`src/rtl/cam2w_pkg.sv`:
```
package cam2w_pkg;

    typedef enum logic [1:0] {
        OP_START = 2'd0,
        OP_WBYTE = 2'd1,
        OP_RBYTE = 2'd2,
        OP_STOP  = 2'd3
    } cam2w_op_e;

    // Sequencer state
    typedef struct packed {
        logic       busy;
        logic       rd;
        logic [2:0] step;
        logic [7:0] addr;
        logic [7:0] wdata;
        logic       ack_acc;
        logic       ack_ok;
        logic [7:0] rdata;
        logic       done;
    } seq_s;

    // Bit engine state plus registered pins
    typedef struct packed {
        logic [1:0] qidx;
        logic [3:0] bidx;
        logic [7:0] rx;
        logic       ninth;
        logic       scl;
        logic       sdo;
        logic       soe;
        logic       cond;
    } phy_s;

    function automatic cam2w_op_e step_op(input logic rd, input logic [2:0] step);
        cam2w_op_e r;
        if (!rd) begin
            case (step)
                3'd0:                r = OP_START;
                3'd1, 3'd2, 3'd3:    r = OP_WBYTE;
                default:             r = OP_STOP;
            endcase
        end else begin
            case (step)
                3'd0, 3'd4:          r = OP_START;
                3'd1, 3'd2, 3'd5:    r = OP_WBYTE;
                3'd6:                r = OP_RBYTE;
                default:             r = OP_STOP;
            endcase
        end
        return r;
    endfunction

    function automatic logic [2:0] final_step(input logic rd);
        return rd ? 3'd7 : 3'd4;
    endfunction

endpackage

```
`src/rtl/cam2w_qtick.sv`:
```
module cam2w_qtick #(
    parameter int QTR_CYC = 125
) (
    input  logic clk,
    input  logic rst_n,
    input  logic run,
    input  logic restart,
    output logic tick
);
    localparam int CW = (QTR_CYC > 1) ? $clog2(QTR_CYC) : 1;
    localparam logic [CW-1:0] RELOAD = CW'(QTR_CYC - 1);

    logic [CW-1:0] cnt_d, cnt_q;

    always_comb begin
        cnt_d = cnt_q;
        if (restart) begin
            cnt_d = RELOAD;
        end else if (run) begin
            cnt_d = (cnt_q == '0) ? RELOAD : cnt_q - 1'b1;
        end
    end

    assign tick = run && !restart && (cnt_q == '0);

    always_ff @(posedge clk or negedge rst_n) begin
        if (!rst_n) cnt_q <= '0;
        else        cnt_q <= cnt_d;
    end

    AST_TICK_GAP: assert property (@(posedge clk) disable iff (!rst_n)
        tick |=> !tick);

endmodule

```
`src/rtl/cam2w_phy.sv`:
```
module cam2w_phy
    import cam2w_pkg::*;
(
    input  logic       clk,
    input  logic       rst_n,
    input  logic       active,
    input  logic       clear,
    input  logic       tick,
    input  cam2w_op_e  op,
    input  logic [7:0] tx_byte,
    input  logic       sda_i,
    output logic       cmd_end,
    output logic [7:0] rx_byte,
    output logic       ninth,
    output logic       scl_o,
    output logic       sda_o,
    output logic       sda_oe
);
    phy_s q, n;
    logic byte_op;
    logic last_bit;

    always_comb begin
        n        = q;
        byte_op  = (op == OP_WBYTE) || (op == OP_RBYTE);
        last_bit = (q.bidx == 4'd8);
        cmd_end  = tick && (q.qidx == 2'd3) && (!byte_op || last_bit);

        if (clear) begin
            n.qidx = '0;
            n.bidx = '0;
        end else if (tick) begin
            // mid-high sampling point: end of quarter 1
            if (byte_op && q.qidx == 2'd1) begin
                if (!last_bit) begin
                    if (op == OP_RBYTE) n.rx = {q.rx[6:0], sda_i};
                end else if (op == OP_WBYTE) begin
                    n.ninth = sda_i;
                end
            end
            n.qidx = q.qidx + 2'd1;
            if (q.qidx == 2'd3) begin
                n.bidx = (byte_op && !last_bit) ? q.bidx + 4'd1 : 4'd0;
            end
        end

        // pins for the present quarter, registered
        n.scl  = 1'b1;
        n.sdo  = 1'b1;
        n.soe  = 1'b1;
        n.cond = 1'b1;
        if (active) begin
            case (op)
                OP_START: begin
                    n.scl = (q.qidx != 2'd3);
                    n.sdo = (q.qidx == 2'd0);
                end
                OP_STOP: begin
                    n.scl = (q.qidx != 2'd0);
                    n.sdo = q.qidx[1];
                end
                OP_WBYTE: begin
                    n.cond = 1'b0;
                    n.scl  = (q.qidx == 2'd1) || (q.qidx == 2'd2);
                    if (last_bit) n.soe = 1'b0;
                    else          n.sdo = tx_byte[3'd7 - q.bidx[2:0]];
                end
                default: begin
                    n.cond = 1'b0;
                    n.scl  = (q.qidx == 2'd1) || (q.qidx == 2'd2);
                    if (!last_bit) n.soe = 1'b0;
                end
            endcase
        end
    end

    always_ff @(posedge clk or negedge rst_n) begin
        if (!rst_n) begin
            q      <= '0;
            q.scl  <= 1'b1;
            q.sdo  <= 1'b1;
            q.soe  <= 1'b1;
            q.cond <= 1'b1;
        end else begin
            q <= n;
        end
    end

    assign rx_byte = q.rx;
    assign ninth   = q.ninth;
    assign scl_o   = q.scl;
    assign sda_o   = q.sdo;
    assign sda_oe  = q.soe;

    AST_DATA_STABLE_HIGH: assert property (@(posedge clk) disable iff (!rst_n)
        (q.scl && $past(q.scl) && !q.cond && !$past(q.cond)) |-> ($stable(q.sdo) && $stable(q.soe)));
    AST_ACK_RELEASE: assert property (@(posedge clk) disable iff (!rst_n)
        (active && op == OP_WBYTE && q.bidx == 4'd8) |=> !sda_oe);
    AST_READ_RELEASE: assert property (@(posedge clk) disable iff (!rst_n)
        (active && op == OP_RBYTE && q.bidx != 4'd8) |=> !sda_oe);
    AST_NACK_DRIVE: assert property (@(posedge clk) disable iff (!rst_n)
        (active && op == OP_RBYTE && q.bidx == 4'd8) |=> (sda_oe && sda_o));

endmodule

```
`src/rtl/cam2w_master.sv`:
```
module cam2w_master
    import cam2w_pkg::*;
#(
    parameter int         SYS_CLK_HZ = 50_000_000,
    parameter int         SCL_HZ     = 100_000,
    parameter logic [6:0] DEV_ID7    = 7'h21
) (
    input  logic       clk,
    input  logic       rst_n,
    input  logic       start,
    input  logic       rd_nwr,
    input  logic [7:0] reg_addr,
    input  logic [7:0] wr_data,
    output logic       busy,
    output logic       done,
    output logic       ack_ok,
    output logic [7:0] rd_data,
    output logic       scl_o,
    output logic       sda_o,
    output logic       sda_oe,
    input  logic       sda_i
);
    localparam int         QTR_CYC = SYS_CLK_HZ / (4 * SCL_HZ);
    localparam logic [7:0] ID_WR   = {DEV_ID7, 1'b0};
    localparam logic [7:0] ID_RD   = {DEV_ID7, 1'b1};

    seq_s       seq_q, seq_d;
    logic       accept;
    logic       tick;
    logic       cmd_end;
    logic       ninth;
    logic [7:0] rx_byte;
    logic [7:0] tx_byte;
    cam2w_op_e  cur_op;

    always_comb begin
        seq_d      = seq_q;
        seq_d.done = 1'b0;
        accept     = start && !seq_q.busy;
        cur_op     = seq_q.busy ? step_op(seq_q.rd, seq_q.step) : OP_START;

        case (seq_q.step)
            3'd1:    tx_byte = ID_WR;
            3'd2:    tx_byte = seq_q.addr;
            3'd3:    tx_byte = seq_q.wdata;
            3'd5:    tx_byte = ID_RD;
            default: tx_byte = 8'h00;
        endcase

        if (accept) begin
            seq_d.busy    = 1'b1;
            seq_d.rd      = rd_nwr;
            seq_d.step    = 3'd0;
            seq_d.addr    = reg_addr;
            seq_d.wdata   = wr_data;
            seq_d.ack_acc = 1'b1;
        end else if (seq_q.busy && cmd_end) begin
            if (cur_op == OP_WBYTE) seq_d.ack_acc = seq_q.ack_acc & ~ninth;
            if (seq_q.step == final_step(seq_q.rd)) begin
                seq_d.busy   = 1'b0;
                seq_d.done   = 1'b1;
                seq_d.step   = 3'd0;
                seq_d.ack_ok = seq_q.ack_acc;
                if (seq_q.rd) seq_d.rdata = rx_byte;
            end else begin
                seq_d.step = seq_q.step + 3'd1;
            end
        end
    end

    always_ff @(posedge clk or negedge rst_n) begin
        if (!rst_n) seq_q <= '0;
        else        seq_q <= seq_d;
    end

    cam2w_qtick #(.QTR_CYC(QTR_CYC)) u_qtick (
        .clk     (clk),
        .rst_n   (rst_n),
        .run     (seq_q.busy),
        .restart (accept),
        .tick    (tick)
    );

    cam2w_phy u_phy (
        .clk     (clk),
        .rst_n   (rst_n),
        .active  (seq_q.busy),
        .clear   (accept),
        .tick    (tick),
        .op      (cur_op),
        .tx_byte (tx_byte),
        .sda_i   (sda_i),
        .cmd_end (cmd_end),
        .rx_byte (rx_byte),
        .ninth   (ninth),
        .scl_o   (scl_o),
        .sda_o   (sda_o),
        .sda_oe  (sda_oe)
    );

    assign busy    = seq_q.busy;
    assign done    = seq_q.done;
    assign ack_ok  = seq_q.ack_ok;
    assign rd_data = seq_q.rdata;

    AST_DONE_PULSE: assert property (@(posedge clk) disable iff (!rst_n)
        done |=> !done);
    AST_BUSY_ENDS_AT_DONE: assert property (@(posedge clk) disable iff (!rst_n)
        $fell(busy) |-> done);
    AST_START_IGNORED: assert property (@(posedge clk) disable iff (!rst_n)
        (busy && start) |=> ($stable(seq_q.addr) && $stable(seq_q.wdata) && $stable(seq_q.rd)));
    AST_RESULT_HOLD: assert property (@(posedge clk) disable iff (!rst_n)
        !done |-> ($stable(rd_data) && $stable(ack_ok)));

endmodule

```
`config.mk`:
```
export PLATFORM = sky130hd
export DESIGN_NAME = cam2w_master
export DESIGN_NICKNAME = d
export VERILOG_FILES = /design/src/rtl/cam2w_pkg.sv /design/src/rtl/cam2w_qtick.sv /design/src/rtl/cam2w_phy.sv /design/src/rtl/cam2w_master.sv
export SDC_FILE = /design/constraint.sdc
export NUM_CORES = 1
export LEC_CHECK = 0
export ABC_AREA = 1
export BUFFER_PORTS_ARGS = -buffer_cell sky130_fd_sc_hd__buf_2
export CAP_MARGIN = 20
export CORE_ASPECT_RATIO = 0.6
export CORE_MARGIN = 5
export CORE_UTILIZATION = 53
export DETAILED_ROUTE_END_ITERATION = 10
export PLACE_DENSITY = 0.77
export SLEW_MARGIN = 20
export SYNTH_ARGS = -nofsm -noshare
export SYNTH_HDL_FRONTEND = slang
export SYNTH_HIERARCHICAL = 1
export SYNTH_SLANG_ARGS = --single-unit
```
`constraint.sdc`:
```
create_clock -name clk -period 2.8 [get_ports clk]
set_clock_uncertainty 0.2 [all_clocks]
set_input_delay 0.28 -clock clk [delete_from_list [all_inputs] [get_ports clk]]
set_output_delay 0.28 -clock clk [all_outputs]
set_load 0.02 [all_outputs]
```
After elaboration in Yosys (flattened, before gate mapping). Cells that the tools add are included.

Register bits after elaboration: 57. Input bits: 21. Logic and storage cells: 118. Output and inout port bits: 14.

Reductions and logical operators: 37. Magnitude comparators: 1. Multiplexer cells: 39. Add/subtract/negate cells: 5. Equal/unequal tests: 15. Bitwise logic cells: 4.

Operator list (number): $pmux W8 S4 (1); $mux W8 (3); $mux W7 (3); $mux W15 (1); $reduce_bool A2 Y1 (7); $mux W1 (12); $mux W4 (3); $mux W11 (1); $mux W10 (1); $reduce_and A5 Y1 (2); $eq A3 B3 Y1 const B (3); $mux W3 (3); $mux W9 (1); $eq A2 B2 Y1 const B (4); $logic_and A1 B1 Y1 (8); $pmux W2 S2 (2); $logic_not A7 Y1 (1); $sub A7 B1 Y7 const B (1); $eq A3 B2 Y1 const B (2); $mux W2 (3); $mux W6 (1); $pmux W2 S3 (1); $reduce_and A2 Y1 (3); $reduce_or A3 Y1 (2); 22 further kinds (32).

Logic depth before layout (Yosys ltp). Gate-level depths: netlist of run 1.

Word-level depth: 13. Mapped depth: 19. Mapped depth without buffers: 18.

Hierarchy. The synthesis of run 1 kept the hierarchy.

By module, submodules not included: cam2w_master (times used 1, area each 1634.1 um^2, sequential area each 800.8 um^2, cells an instance 206); cam2w_phy (times used 1, area each 1176.1 um^2, sequential area each 454.2 um^2, cells an instance 145); cam2w_qtick (times used 1, area each 471.7 um^2, sequential area each 175.2 um^2, cells an instance 63).

Worst setup path after synthesis of run 1. Ideal clock, no wire load.

Path type: register to register. Start point: reg seq_q[29] in the netlist's numbering. End point: reg seq_q, in the netlist rd_data[0]. Clock period less this slack: 2.768 ns. Buffers on the path: 1. Cell stages (with the launch flop): 20. Required time: 2.484 ns. Arrival: 2.451 ns. Library setup time: 0.116 ns. Slack: 0.032 ns. Path through: dfrtp_1 > inv_1 > ha_1 > clkbuf_1 > inv_1 > nand3_1 > nand2_1 > nand2_1 > nand2_1 > inv_1 > inv_1 > ha_1 > nand2_1 > nand3_1 > inv_1 > nand2_1 > nor2_4 > nand2_2 > nand2_1 > nand2_1.

Word-level cells in the longest chain between the ends: 12. Elaborated cells between the ends (all ways): 23. Those cells by class: eq/ne (9); mux (4); reduce/logical (10).

RTL lines: from (decl) (line cam2w_master.sv:27) `seq_s seq_q, seq_d;`; from (signal assigned) (line cam2w_master.sv:73) `else seq_q <= seq_d;`; $eq A3 B3 Y1, or another cell as far along (line cam2w_pkg.sv:44) `case (step)`; $reduce_or A3 Y1, or another cell as far along (line cam2w_pkg.sv:44); $pmux W2 S3 or $pmux W2 S2 (tied branches) (line cam2w_pkg.sv:44, cam2w_pkg.sv:38); $mux W2 * (line cam2w_pkg.sv:37) `if (!rd) begin`; $mux W2 * (line cam2w_master.sv:40) `cur_op = seq_q.busy ? step_op(seq_q.rd, seq_q.step) : OP_START;`; via cur_op[0] (line cam2w_master.sv:34) `cam2w_op_e cur_op;`; $eq A2 B1 Y1 or $eq A2 B2 Y1 (tied branches) (line cam2w_phy.sv:25) `byte_op = (op == OP_WBYTE) || (op == OP_RBYTE);`; $logic_or A1 B1 Y1 * (line cam2w_phy.sv:25); $logic_not A1 Y1 * (line cam2w_phy.sv:27) `cmd_end = tick && (q.qidx == 2'd3) && (!byte_op || last_bit);`; $logic_or A1 B1 Y1 * (line cam2w_phy.sv:27); $logic_and A1 B1 Y1 * (line cam2w_phy.sv:27); via cmd_end (line cam2w_master.sv:30) `logic cmd_end;`; $logic_and A1 B1 Y1 * (line cam2w_master.sv:57) `end else if (seq_q.busy && cmd_end) begin`; $reduce_and A4 Y1 (no source line) *.

The timed path passes the listed nets; every way through them passes the cells marked *. A chain may end at the register's enable or synchronous reset.

Worst setup path after layout of run 1.
Start point: reg seq_q[28] in the netlist's numbering. End point: reg seq_q[28] in the netlist's numbering.

Word-level cells in the longest chain between the ends: 12. Elaborated cells between the ends (all ways): 27. Those cells by class: add/sub (1); eq/ne (9); mux (7); reduce/logical (10).

RTL lines (line): $eq A3 B3 Y1, or another cell as far along (cam2w_pkg.sv:44); $reduce_or A3 Y1, or another cell as far along (cam2w_pkg.sv:44); $pmux W2 S3 or $pmux W2 S2 (tied branches) (cam2w_pkg.sv:44, cam2w_pkg.sv:38); $mux W2 * (cam2w_pkg.sv:37); $mux W2 * (cam2w_master.sv:40); via cur_op[1] (cam2w_master.sv:34); $eq A2 B1 Y1 or $eq A2 B2 Y1 (tied branches) (cam2w_phy.sv:25); $logic_or A1 B1 Y1 * (cam2w_phy.sv:25); $logic_not A1 Y1 * (cam2w_phy.sv:27); $logic_or A1 B1 Y1 * (cam2w_phy.sv:27); $logic_and A1 B1 Y1 * (cam2w_phy.sv:27); via cmd_end (cam2w_master.sv:30); $logic_and A1 B1 Y1 * (cam2w_master.sv:57); $reduce_bool A2 Y1 (no source line) *.

The timed path passes the listed nets; every way through them passes the cells marked *. The select of a mux whose other input is x is not followed.

==> impl_metrics.ini, run 1 <==
[worst_setup_path]
crit_arrival_ns = 2.73
cp-end-kind = register
crit_required_ns = 2.85
path_delay_family = simple AND/OR/NAND/NOR gates
critical_path.max_fanout = 5
path_buf_inv = 8
start_kind = register
path_cells = inv_2 > buf_4 > ha_1 > nand3_1 > nand2_1 > inv_1 > nand3_2 > inv_2 > inv_1 > ha_4 > nand2_1 > nand3_1 > inv_1 > nand2_2 > inv_1 > nor2_2 > inv_1 > o21ai_0
crit_start = seq_q[28]
criticalPathCategory = reg -> reg
path_common_cell = inv_1
cpPeakStageDelay_ns = 0.42
rr_startpoint = seq_q[28]
cp_slowest_cell = dfrtp_1

[timing]
fmax_ghz = 0.374
fin_hold_ws_ns = 0.0752
relSlewSlack = 0.582
fin_crit_sh = 0.955
worst_pin_slew_ns = 0.622
hold_viol = 0
fin_crit_ns = 2.68
final_max_slew_viol_count = 0
setup_viol = 0

[synth]
synth_seq_area_share = 0.436
async_flop_share = 1.00
synthCells = 414
yosys-top-cells-area = dfrtp_1, nand2_1, ha_1, inv_1, buf_4
syn-num-nets = 451
yosys.cell_types.count = 32
synth.avg_cell_area_um2 = 7.93
yosysTopAreaCellShare = 0.412
synth_ff_type = dfrtp_1
synthTopCellsByCount = nand2_1, dfrtp_1, inv_1, nor2_1, nand3_1
syn_area_mm2 = 0.00328
yosysMostFrequentCell = nand2_1
synth_edf_count = 0
synth_warnings = 6
synth_seq_cells = 57
synth_largest_area_cell = dfrtp_1

[clock_network]
clockBufferDepth = 2
cts_tree = done
clockRootBuffer = clkbuf_8
clk_pin_slew_ns = 0.06
cts_max_level = 3
numCtsBuffers = 9
insertion_delay_ns = 0.34
cts_sinks = 57

[power]
pwr-share-comb = 0.246
pwr-share-clk = 0.351
p_int_mw = 1.84
power_frac_seq = 0.403
p_sw_mw = 0.858
p_leak_nw = 2.08
power.share.switching = 0.318
ir_drop_mv = 0.451
powerDensity_mw_per_mm2 = 681

[global_routing]
grt_pass1_wl_um = 12300
grt_max_degree = 33
grt_pass1_vias = 2645
grt-ovfl-total = 0
antenna_found_initial = 0
grt_util_all_layers = 0.193

[final_layout]
nNetsFinal = 507
stdcell_area_mm2 = 0.00397
drive_gt1_frac = 0.232
syn2layout_area_growth_pct = 20.9
antennaDiodeCount = 0

[detailed_routing]
wl_um = 7330
drc = 0
drtIter0Drc = 222
route.vias.total = 2835
detail-route-antenna-nets = 0
avgRoutedWirePerCell_um = 13.1
viasPerCell = 5.07
drtPass1Iterations = 5

[die]
num_io_pins = 35
die_height_um = 71.0
core.rowCount = 22
die_area_mm2 = 0.00792
die_x_um = 112
core_area_mm2 = 0.00606
initial_core_util = 0.542

[placement]
io_buffers = 34
gp_congestion = 0.903
placed_cell_area_mm2 = 0.00345
dp_hpwl_um = 5030

[min_path]
min_from = start
hp-class = in -> reg

[status]
outcome = finished, final reports clean

[run]
cap_violations = 0
cell families after synthesis:
logic type	after synthesis	synth area share
buf+inv	76	0.118
compound gates	43	0.0743
flops	57	0.436
fa+ha+maj	16	0.0610
simple gates	221	0.308
xor+xnor	1	0.00267
layout by cell type, fill, tap and decap left out, drive strengths merged:
cell         instances
a211oi               1
a21oi               17
buf                 49
bufinv               3
clkbuf              11
clkinv               1
clkinvlp             1
dfrtp               54
dfstp                3
dlygate4sd3         19
ha                  16
inv                 53
nand2              147
nand3               31
nand3b               2
nand4                3
nor2                37
nor3                 1
o21a                 1
o21ai               19
o21bai               2
o22ai                3
xor2                 1
repair_timing:
| action | in CTS | in global routing |
|---|---|---|
| hold endpoints to repair | 72 | 0 |
| endpoints found under the setup margin | 0 | 14 |
| gates resized for setup | 0 | 16 |
| hold buffers | 19 | 0 |
| buffers inserted | 0 | 5 |
sequential cells by signal, indices dropped and copies added, names as in the netlist:
register and cells:
u_phy/ninth 1, seq_q 21, u_phy/scl_o 1, u_phy/q 6
busy 1, u_qtick/cnt_q 7, u_phy/rx_byte 8, ack_ok 1
rd_data 8, u_phy/sda_oe 1, done 1, u_phy/sda_o 1
layout make-up:
type,count,area [um2]
clock inverter,5,103
timing repair buffer,68,480
multi-input combinational,281,1510
tap,84,105
clock buffer,11,141
inverter,53,199
sequential,57,1430
fill,478,2090
routing by layer:
layer,GRT usage,part of all wire,wire (um)
met4,0.0796,0.018,132
met3,0.0581,0.069,502
met2,0.279,0.44,3200
met5,0,0,0
met1,0.271,0.48,3490
power groups by stage:
stage	logic, mW	registers, mW	clock network (mW)
after global placement	0.590	1.09	0
after floorplan	0.431	1.11	0
after detailed placement	0.616	1.10	0
final	0.664	1.09	0.947
after global routing	0.758	1.11	1.01
after CTS	0.637	1.08	0.963
path summary, 6_finish.rpt:
| kind | to | slack (ns) | cells past startpoint |
|---|---|---|---|
| max | seq_q[28] | 0.12 | 18 |
| min in group asynchronous | seq_q[30] | 0.27 | 3 |
| min reg2reg | seq_q[22] | 0.28 | 2 |
| min | busy | 0.08 | 3 |
| max reg2reg | seq_q[28] | 0.12 | 18 |
| max in group asynchronous | u_phy/sda_o | 1.78 | 3 |
through the flow:
| stage | worst slack (ns) | util | instances | setup TNS [ns] | power, mW |
|---|---|---|---|---|---|
| after floorplan | 0.0322 | - | 414 | 0 | 1.54 |
| after global placement | 0.146 | 0.569 | 519 | 0 | 1.68 |
| after detailed placement | 0.0235 | 0.569 | 519 | 0 | 1.71 |
| after CTS | 0.0116 | 0.641 | 554 | 0 | 2.68 |
| after global routing | -0.0271 | 0.655 | 559 | -0.0446 | 2.87 |
| final | 0.125 | 0.655 | 559 | 0 | 2.70 |
worst register-to-register path: cells and delay by family (launching register included):
family / cells / cell delay (ns)
simple gates: 7 / 0.67
buf+inv: 8 / 0.66
fa+ha+maj: 2 / 0.46
flops: 1 / 0.42
compound gates: 1 / 0.16
(Power assumes the default switching activity.)
==> inputs of run 2 (changes only) <==
CORE_UTILIZATION = 35   (was 53)
PLACE_DENSITY = 0.55   (was 0.77)
==> impl_metrics.ini, run 2 (synthesis results as in run 1) <==
[global_routing]
grt_max_degree = 58
grt_util_all_layers = 0.140
grt-ovfl-total = 0
grt_pass1_wl_um = 12700
grt_pass1_vias = 2613
antenna_found_initial = 0

[final_layout]
regMostFlops = seq_q
fin_cells = 606
drive_gt1_frac = 0.237
syn2layout_area_growth_pct = 25.5
final_common_cell = nand2_1
stdcell_area_mm2 = 0.00412
largest_register_ffs = 21
nNetsFinal = 508
antennaDiodeCount = 0
final_cell_mix = nand2_1, dfrtp_1, inv_1, buf_2, nor2_1

[run]
cap_violations = 0

[detailed_routing]
route.vias.total = 2711
drtIter0Drc = 215
drtPass1Iterations = 4
viasPerCell = 4.47
wl_um = 7640
detail-route-antenna-nets = 0
avgRoutedWirePerCell_um = 12.6
drc = 0

[timing]
hold_viol = 0
final_max_slew_viol_count = 0
worst_pin_slew_ns = 0.751
relSlewSlack = 0.500
fin_crit_ns = 2.66
fin_crit_sh = 0.950
setup_viol = 0
fmax_ghz = 0.376

[power]
powerDensity_mw_per_mm2 = 715
ir_drop_mv = 0.388
p_leak_nw = 2.13

[worst_setup_path]
criticalPathCategory = reg -> reg
critical_path.max_fanout = 5
cp_slowest_cell = dfrtp_2
crit_arrival_ns = 2.68
path_cells = ha_2 > ha_2 > inv_1 > nand3_2 > nand2_1 > nand3_2 > inv_2 > inv_1 > ha_1 > nand2_1 > nand3_1 > inv_1 > nand2_2 > nor2_4 > buf_6 > nand2_1 > o21a_1
crit_required_ns = 2.82
cpPeakStageDelay_ns = 0.45
path_delay_family = simple AND/OR/NAND/NOR gates
start_kind = register
cp-end-kind = register
path_buf_inv = 5

[placement]
dp_cells = 566
placed_cell_area_mm2 = 0.00351
io_buffers = 34
dp_hpwl_um = 5280
gp_congestion = 0.811

[clock_network]
cts_sinks = 57
clk_pin_slew_ns = 0.06
clockRootBuffer = clkbuf_16
cts_max_level = 3
clockBufferDepth = 2
insertion_delay_ns = 0.33
numCtsBuffers = 9
cts_tree = done

[status]
outcome = finished, final reports clean

[die]
die_x_um = 135
core_area_mm2 = 0.00916
core.rowCount = 27
die_height_um = 85.0
num_io_pins = 35
initial_core_util = 0.358
die_area_mm2 = 0.0115

[min_path]
hp-class = in -> reg
[run 2: changes by cell type in the layout (fill, tap and decap cells not counted), sizes merged]
cell	previous run	this run
bufinv	3	2
clkbuf	11	13
clkinvlp	1	0
buf	49	50
[run 2: worst min-delay path, stage by stage]
cell and delay, ns:
buf_2 0.12, o22ai_1 0.09, inv_1 0.05
[run 2: metrics by stage]
stage               power (mW)  setup WS [ns]  hold slack [ns]  utilization  setup TNS (ns)
floorplan                 1.54         0.0322           -0.216            -               0
global placement          1.70          0.125            0.254        0.384               0
detailed placement        1.72        0.00992            0.260        0.384               0
CTS                       2.95        0.00293           0.0204        0.440               0
global route              3.12        -0.0316           0.0444        0.450         -0.0917
finish                    2.95          0.140           0.0429        0.450               0
[run 2: timing repair]
item	4_1_cts	5_1_grt
hold buffers	19	0
hold endpoints to repair	72	0
resized for setup	0	21
setup buffers	0	5
setup endpoints to repair	8	14
pin swaps	1	2
[run 2: worst paths after layout]
kind | startpoint | to | slack [ns] | depth (start not counted)
max | seq_q[27] | ack_ok | 0.14 | 17
min | start | busy | 0.04 | 3
max reg2reg | seq_q[27] | ack_ok | 0.14 | 17
min reg2reg | rd_data[4] | rd_data[4] | 0.27 | 2
max in group asynchronous | rst_n | seq_q[27] | 1.42 | 3
min in group asynchronous | rst_n | u_qtick/cnt_q[2] | 0.44 | 3
[run 2: cell type report]
| type | count | area, um2 |
|---|---|---|
| Tap cell | 130 | 163 |
| Fill cell | 894 | 5040 |
| Clock inverter | 3 | 65.1 |
| Inverter | 53 | 201 |
| Clock buffer | 13 | 260 |
| Timing Repair Buffer | 69 | 492 |
| Sequential cell | 57 | 1430 |
| Multi-Input combinational cell | 281 | 1510 |
[run 2: routing by layer]
| layer | vias up | GRT usage | wire length, um | share of wire |
|---|---|---|---|---|
| li1 | 1392 | - | - | - |
| met1 | 1267 | 0.209 | 4090 | 0.54 |
| met2 | 48 | 0.186 | 3100 | 0.41 |
| met3 | 4 | 0.0444 | 386 | 0.051 |
| met4 | 0 | 0.0522 | 59 | 0.0077 |
| met5 | - | 0 | 0 | 0 |
[run 2: report_power, final]
group | internal (mW) | switching [mW] | total [mW]
clock network | 0.825 | 0.370 | 1.20
logic | 0.264 | 0.396 | 0.660
registers | 0.968 | 0.122 | 1.09
